<file path="src/rtl/twi_irq_pkg.sv">
package twi_irq_pkg;
    localparam int DATA_W     = 16;
    localparam int OFF_W      = 3;
    localparam int SRC_N      = 6;
    localparam int SRC_IDX_W  = $clog2(SRC_N);
    localparam int RX_RDY_BIT = 3;
    localparam int TX_RDY_BIT = 4;
    localparam int BUSY_BIT   = 12;
    localparam int RX_DMA_BIT = 15;
    localparam int TX_DMA_BIT = 7;
    localparam int FORCE_BIT  = 11;

    localparam logic [DATA_W-1:0] SW_CLR_MASK = 16'h0027;
    localparam logic [DATA_W-1:0] FORCE_MASK  = 16'h003f;

    typedef enum logic [OFF_W-1:0] {
        OFF_STATUS = 3'd0,
        OFF_ENABLE = 3'd1,
        OFF_VECTOR = 3'd2,
        OFF_DMACFG = 3'd3,
        OFF_TEST   = 3'd4
    } reg_off_e;

    typedef struct packed {
        logic [DATA_W-1:0] status;
        logic [SRC_N-1:0]  enable;
        logic              rx_dma_on;
        logic              tx_dma_on;
    } core_state_t;

    typedef struct packed {
        logic irq;
        logic rx_req;
        logic tx_req;
    } req_state_t;
endpackage

</file>
<file path="src/rtl/twi_irq_lowest.sv">
module twi_irq_lowest #(
    parameter int W  = 6,
    parameter int IW = $clog2(W)
) (
    input  logic [W-1:0]  vec_i,
    output logic          found_o,
    output logic [IW-1:0] idx_o
);
    always_comb begin
        found_o = 1'b0;
        idx_o   = '0;
        for (int i = W - 1; i >= 0; i--) begin
            if (vec_i[i]) begin
                found_o = 1'b1;
                idx_o   = i[IW-1:0];
            end
        end
    end
endmodule

</file>
<file path="src/rtl/twi_irq_outstage.sv">
module twi_irq_outstage
    import twi_irq_pkg::*;
(
    input  logic                clk,
    input  logic                rst_n,
    input  logic [SRC_N-1:0]    pending_i,
    input  logic                rx_rdy_i,
    input  logic                tx_rdy_i,
    input  logic                rx_dma_on_i,
    input  logic                tx_dma_on_i,
    output logic                irq_o,
    output logic                rx_req_o,
    output logic                tx_req_o
);
    req_state_t req_d, req_q;

    always_comb begin
        req_d.irq    = |pending_i;
        req_d.rx_req = rx_rdy_i & rx_dma_on_i;
        req_d.tx_req = tx_rdy_i & tx_dma_on_i;
    end

    always_ff @(posedge clk or negedge rst_n) begin
        if (!rst_n) req_q <= '0;
        else        req_q <= req_d;
    end

    assign irq_o    = req_q.irq;
    assign rx_req_o = req_q.rx_req;
    assign tx_req_o = req_q.tx_req;
endmodule

</file>
<file path="src/rtl/twi_irq_unit.sv">
module twi_irq_unit
    import twi_irq_pkg::*;
#(
    parameter bit NEW_LAYOUT = 1'b1
) (
    input  logic              clk,
    input  logic              rst_n,
    input  logic [OFF_W-1:0]  reg_off,
    input  logic              wr_en,
    input  logic              rd_en,
    input  logic [DATA_W-1:0] wdata,
    output logic [DATA_W-1:0] rdata,
    input  logic [DATA_W-1:0] set_pulse,
    input  logic              bus_busy,
    output logic              irq,
    output logic              dma_rx_req,
    output logic              dma_tx_req
);
    localparam logic [SRC_N-1:0] EN_MASK = NEW_LAYOUT ? SRC_N'('h3f) : SRC_N'('h1f);

    core_state_t st_d, st_q;
    logic [SRC_N-1:0]     pending;
    logic                 pend_found;
    logic [SRC_IDX_W-1:0] pend_idx;
    logic                 vec_read;

    assign pending  = st_q.status[SRC_N-1:0] & st_q.enable;
    assign vec_read = rd_en && (reg_off == OFF_VECTOR);

    twi_irq_lowest #(.W(SRC_N), .IW(SRC_IDX_W)) u_lowest (
        .vec_i   (pending),
        .found_o (pend_found),
        .idx_o   (pend_idx)
    );

    always_comb begin
        logic [DATA_W-1:0] clr;
        logic [DATA_W-1:0] force_set;
        st_d      = st_q;
        clr       = '0;
        force_set = '0;
        if (wr_en && reg_off == OFF_STATUS) clr = wdata & SW_CLR_MASK;
        if (vec_read && pend_found) clr[pend_idx] = 1'b1;
        if (wr_en && reg_off == OFF_TEST && wdata[FORCE_BIT]) force_set = FORCE_MASK;
        st_d.status = (st_q.status & ~clr) | set_pulse | force_set;

        if (wr_en && reg_off == OFF_ENABLE) st_d.enable = wdata[SRC_N-1:0] & EN_MASK;
        if (wr_en && reg_off == OFF_DMACFG) begin
            st_d.rx_dma_on = wdata[RX_DMA_BIT];
            st_d.tx_dma_on = wdata[TX_DMA_BIT];
            if (wdata[RX_DMA_BIT]) st_d.enable[RX_RDY_BIT] = 1'b0;
            if (wdata[TX_DMA_BIT]) st_d.enable[TX_RDY_BIT] = 1'b0;
        end
    end

    always_ff @(posedge clk or negedge rst_n) begin
        if (!rst_n) st_q <= '0;
        else        st_q <= st_d;
    end

    always_comb begin
        rdata = '0;
        unique case (reg_off)
            OFF_STATUS: begin
                rdata = st_q.status;
                rdata[BUSY_BIT] = st_q.status[BUSY_BIT] | bus_busy;
            end
            OFF_ENABLE: rdata[SRC_N-1:0] = st_q.enable;
            OFF_VECTOR: rdata = pend_found ? DATA_W'(pend_idx) + DATA_W'(1) : '0;
            OFF_DMACFG: begin
                rdata[RX_DMA_BIT] = st_q.rx_dma_on;
                rdata[TX_DMA_BIT] = st_q.tx_dma_on;
            end
            default: rdata = '0;
        endcase
    end

    twi_irq_outstage u_out (
        .clk         (clk),
        .rst_n       (rst_n),
        .pending_i   (pending),
        .rx_rdy_i    (st_q.status[RX_RDY_BIT]),
        .tx_rdy_i    (st_q.status[TX_RDY_BIT]),
        .rx_dma_on_i (st_q.rx_dma_on),
        .tx_dma_on_i (st_q.tx_dma_on),
        .irq_o       (irq),
        .rx_req_o    (dma_rx_req),
        .tx_req_o    (dma_tx_req)
    );

    AST_IRQ_TRACKS_PENDING: assert property (@(posedge clk) disable iff (!rst_n)
        1'b1 |=> (irq == $past(|pending)));
    AST_RX_REQ_GATED: assert property (@(posedge clk) disable iff (!rst_n)
        dma_rx_req |-> $past(st_q.status[RX_RDY_BIT] && st_q.rx_dma_on));
    AST_TX_REQ_GATED: assert property (@(posedge clk) disable iff (!rst_n)
        dma_tx_req |-> $past(st_q.status[TX_RDY_BIT] && st_q.tx_dma_on));
    AST_RX_DMA_DROPS_EN: assert property (@(posedge clk) disable iff (!rst_n)
        (wr_en && reg_off == OFF_DMACFG && wdata[RX_DMA_BIT]) |=> !st_q.enable[RX_RDY_BIT]);
    AST_VECTOR_ACKS_ONE: assert property (@(posedge clk) disable iff (!rst_n)
        (vec_read && pending != '0 && set_pulse == '0)
            |=> ($countones(st_q.status) == $past($countones(st_q.status)) - 1));
    AST_READY_HELD_ON_WRITE: assert property (@(posedge clk) disable iff (!rst_n)
        (wr_en && reg_off == OFF_STATUS && st_q.status[RX_RDY_BIT])
            |=> st_q.status[RX_RDY_BIT]);
endmodule

</file>
<file path="config.mk">
export PLATFORM = sky130hd
export DESIGN_NAME = twi_irq_unit
export DESIGN_NICKNAME = d
export VERILOG_FILES = /design/src/rtl/twi_irq_pkg.sv /design/src/rtl/twi_irq_lowest.sv /design/src/rtl/twi_irq_outstage.sv /design/src/rtl/twi_irq_unit.sv
export SDC_FILE = /design/constraint.sdc
export NUM_CORES = 1
export LEC_CHECK = 0
export BUFFER_PORTS_ARGS = -buffer_cell sky130_fd_sc_hd__buf_4
export CAP_MARGIN = 10
export CORE_ASPECT_RATIO = 1.25
export CORE_MARGIN = 5
export CORE_UTILIZATION = 52
export CTS_BUF_LIST = sky130_fd_sc_hd__clkbuf_8
export CTS_CLUSTER_DIAMETER = 120
export DETAILED_ROUTE_END_ITERATION = 10
export GPL_TIMING_DRIVEN = 0
export PLACE_DENSITY = 0.86
export RECOVER_POWER = 50
export SLEW_MARGIN = 20
export SYNTH_ARGS = -nofsm -noshare
export SYNTH_HDL_FRONTEND = slang
export SYNTH_SLANG_ARGS = --single-unit
</file>
<file path="constraint.sdc">
create_clock -name clk -period 3.8 [get_ports clk]
set_input_delay 0.19 -clock clk [delete_from_list [all_inputs] [get_ports clk]]
set_output_delay 0.19 -clock clk [all_outputs]
set_load 0.03 [all_outputs]
</file>
==> flow_metrics.tcl <==
set metrics [dict create \
    status "finished, final reports clean" \
    dr.pass1.iters 4 \
    io_pins 59 \
    ant_nets 0 \
    critPathKind "flop to output pin" \
    dr_total_vias 1173 \
    arrival_ps 2040 \
    final_nets 218 \
    syn-num-nets 164 \
    crit_chain "and2_1, o211ai_1, nand2_1, inv_1, ha_1, xor2_1, a21o_1, buf_4" \
    cts_tree "built" \
    die_width_um 56.00 \
    wl_um 3331 \
    layout_min_cycle_time_ps 2233 \
    gp_congestion 0.8586 \
    setup_viol 0 \
    avgSynthCellArea_um2 11.18 \
    post-route-period-util_pct 58.76 \
    worstPathMaxFanout 5 \
    root_buffer "clkbuf_8" \
    htree_levels 1 \
    grt_antenna_before_repair 0 \
    finalHoldViolCount 0 \
    post_drt_wl_per_cell_um 15.94 \
    critPathCaptureType "output pin" \
    critPathMaxStageDelay_ps 440 \
    synth_seq_cells 27 \
    register_area_um2 675.6 \
    port_buffers 48 \
    required_ps 3610 \
    cts_buffers 3 \
    max-vdd-ir-drop_v 0.0002934 \
    rsz0062_at_grt "no" \
    async_flop_share_pct 100.0 \
    synth_edf_count 0 \
    grt_first_pass_wirelength_um 5789 \
    start_util_pct 55.51 \
    grtUsageMet3_pct 2.677 \
    clk_pin_slew_ps 90 \
    cts_sinks 27 \
    multi_input_area_um2 661.9 \
    holdWs_ps 102.4 \
    layout-drive-gt1-share_pct 42.61 \
    post_cts_resized 0 \
    path_delay_family "compound AO/OA/AOI/OAI gates" \
    synth_ff_type "dfrtp_1" \
    fillers 202 \
    tns_ps 0 \
    worstHoldPathType "input pin to flop" \
    die_h_um 67.50 \
    yosys_warnings 0 \
    met2_usage_pct 33.19 \
    grt_max_degree 28 \
    row_count 20 \
    drc 0 \
    insertion_delay_ps 270 \
    cts_buffer_depth 2 \
    place_hpwl_um 2577 \
    synth_cell_type_count 32 \
    relSlewSlack_pct 6.499 \
    drv_slew 0 \
    gr-total-overflow 0 \
    fmax_ghz 0.4478 \
    grt.busiest_layer "met2" \
    die_area_um2 3779 \
    leakagePower_nw 0.7999 \
    post_drt_via_cell_ratio 5.612 \
    syn2layout_area_growth_pct 33.21 \
    crit_buf_inv 2 \
    core_area_um2 2477 \
    worst_pin_slew_ps 1403 \
    drt_iter0_markers 40 \
    cts_setup_buffers 0 \
    grt_pass1_vias 1227 \
    synth_cells 123 \
    met1_usage_pct 25.21 \
    worst_path_max_delay_cell "dfrtp_1" \
    grt_usage_pct 19.35 \
    diodes 0 \
    cap_violations 0 \
    ys_seq_area_share_pct 49.14 \
    synth_area_um2 1375 \
    skew_ps 1.262 \
    cp-start-kind "flop" \
    pwr_density_cell_nw_per_um2 386.3 \
]
placed cells by master (no fill, tap or decap):
cell,netlist,layout
and4b_1,1,1
nor4b_4,1,1
and3_1,1,1
a21bo_1,2,2
nor2_1,4,4
clkinvlp_4,0,1
a21o_1,3,3
xor2_1,1,1
a311o_1,4,4
a32oi_1,1,1
and4_1,1,1
or2_2,10,10
o211ai_1,1,1
nor3_2,1,1
a22o_1,8,8
dlygate4sd3_1,0,1
mux2i_1,2,2
clkbuf_8,0,3
ha_1,1,1
mux2_2,6,6
a22oi_1,2,2
and2_1,11,10
clkbuf_1,2,3
nand2_1,8,8
a21oi_1,4,4
a211o_1,2,2
dfrtp_1,27,27
o21a_1,1,1
buf_2,3,3
nand4_1,1,1
inv_1,1,1
buf_4,0,47
and4bb_1,1,1
nor3b_2,2,2
and2_0,0,1
nand3_1,9,9
buf_6,1,1
path summary, 6_finish.rpt:
path / start / to / slack (ps) / depth (start not counted)
max in group asynchronous: rst_n / st_q[9]$_DFF_PN0_ / 2220 / 2
hold reg to reg: st_q[17]$_DFF_PN0_ / st_q[17]$_DFF_PN0_ / 470 / 1
min in group asynchronous: rst_n / st_q[21]$_DFF_PN0_ / 770 / 2
setup reg to reg: st_q[9]$_DFF_PN0_ / st_q[12]$_DFF_PN0_ / 2170 / 4
setup / recovery: st_q[12]$_DFF_PN0_ / rdata[2] / 1570 / 8
hold / removal: set_pulse[3] / st_q[11]$_DFF_PN0_ / 100 / 2
metrics by stage:
step / instances / worst slack, ps / area (µm²) / power [mW] / util [%]
2_1_floorplan: 123 / 2062 / 1375 / 0.4677 / -
3_3_place_gp: 204 / 1915 / 1777 / 0.5408 / 71.72
3_5_place_dp: 204 / 1886 / 1777 / 0.5484 / 71.72
4_1_cts: 209 / 1576 / 1836 / 0.7106 / 74.09
5_1_grt: 209 / 1405 / 1832 / 0.7485 / 73.94
6_report: 209 / 1567 / 1832 / 0.7075 / 73.94
what timing repair did:
action                                  CTS  global route
endpoints found under the setup margin    0             0
endpoints found under the hold margin    27             0
hold buffers                              1             0
Yosys cell counts (all sizes together) (2+ instances only):
cell type	instances	share of area, %
buf	4	1.9
nor3b	2	1.8
a21o	3	1.6
mux2i	2	1.5
nand2	8	2.2
and2	11	5.0
nor2	4	1.1
a311o	4	2.9
mux2	6	4.9
nand3	9	3.3
a21oi	4	1.5
clkbuf	2	0.55
a21bo	2	1.5
a211o	2	1.3
a22o	8	5.1
dfrtp	27	49
a22oi	2	1.1
or2	10	4.5
sequential cells by signal, indices dropped and copies added, names as in the netlist:
name / cells
st_q: 24
u_out.irq_o: 1
u_out.rx_req_o: 1
u_out.tx_req_o: 1
cells by family after synthesis:
group,count (synthesis),share of synthesized area [%]
and+or+nand+nor,51,23.57
muxes,8,6.369
adders and majority gates,1,0.9098
buffers and inverters,7,2.729
xor gates and xnor gates,1,0.6371
AOI/OAI and AO/OA,28,16.65
DFF,27,49.14
where the power goes:
part / switching, mW / internal (mW)
Sequential: 0.0256 / 0.313
Combinational: 0.115 / 0.0917
Clock: 0.0873 / 0.0743
area by class of cell:
type,instances,share of cell area [%]
Timing Repair Buffer,49,20.01
Clock buffer,3,2.254
Clock inverter,1,0.4098
Buffer,6,1.844
Sequential cell,27,36.89
Tap cell,33,2.254
Multi-Input combinational cell,89,36.13
Inverter,1,0.2049
per-layer routing:
metal | vias to the layer above | part of all wire [%]
li1 | 557 | -
met5 | - | 0
met4 | 0 | 0.57
met3 | 2 | 7.1
met2 | 55 | 52
met1 | 559 | 40
Note: power is estimated with default switching activity, not from simulation.
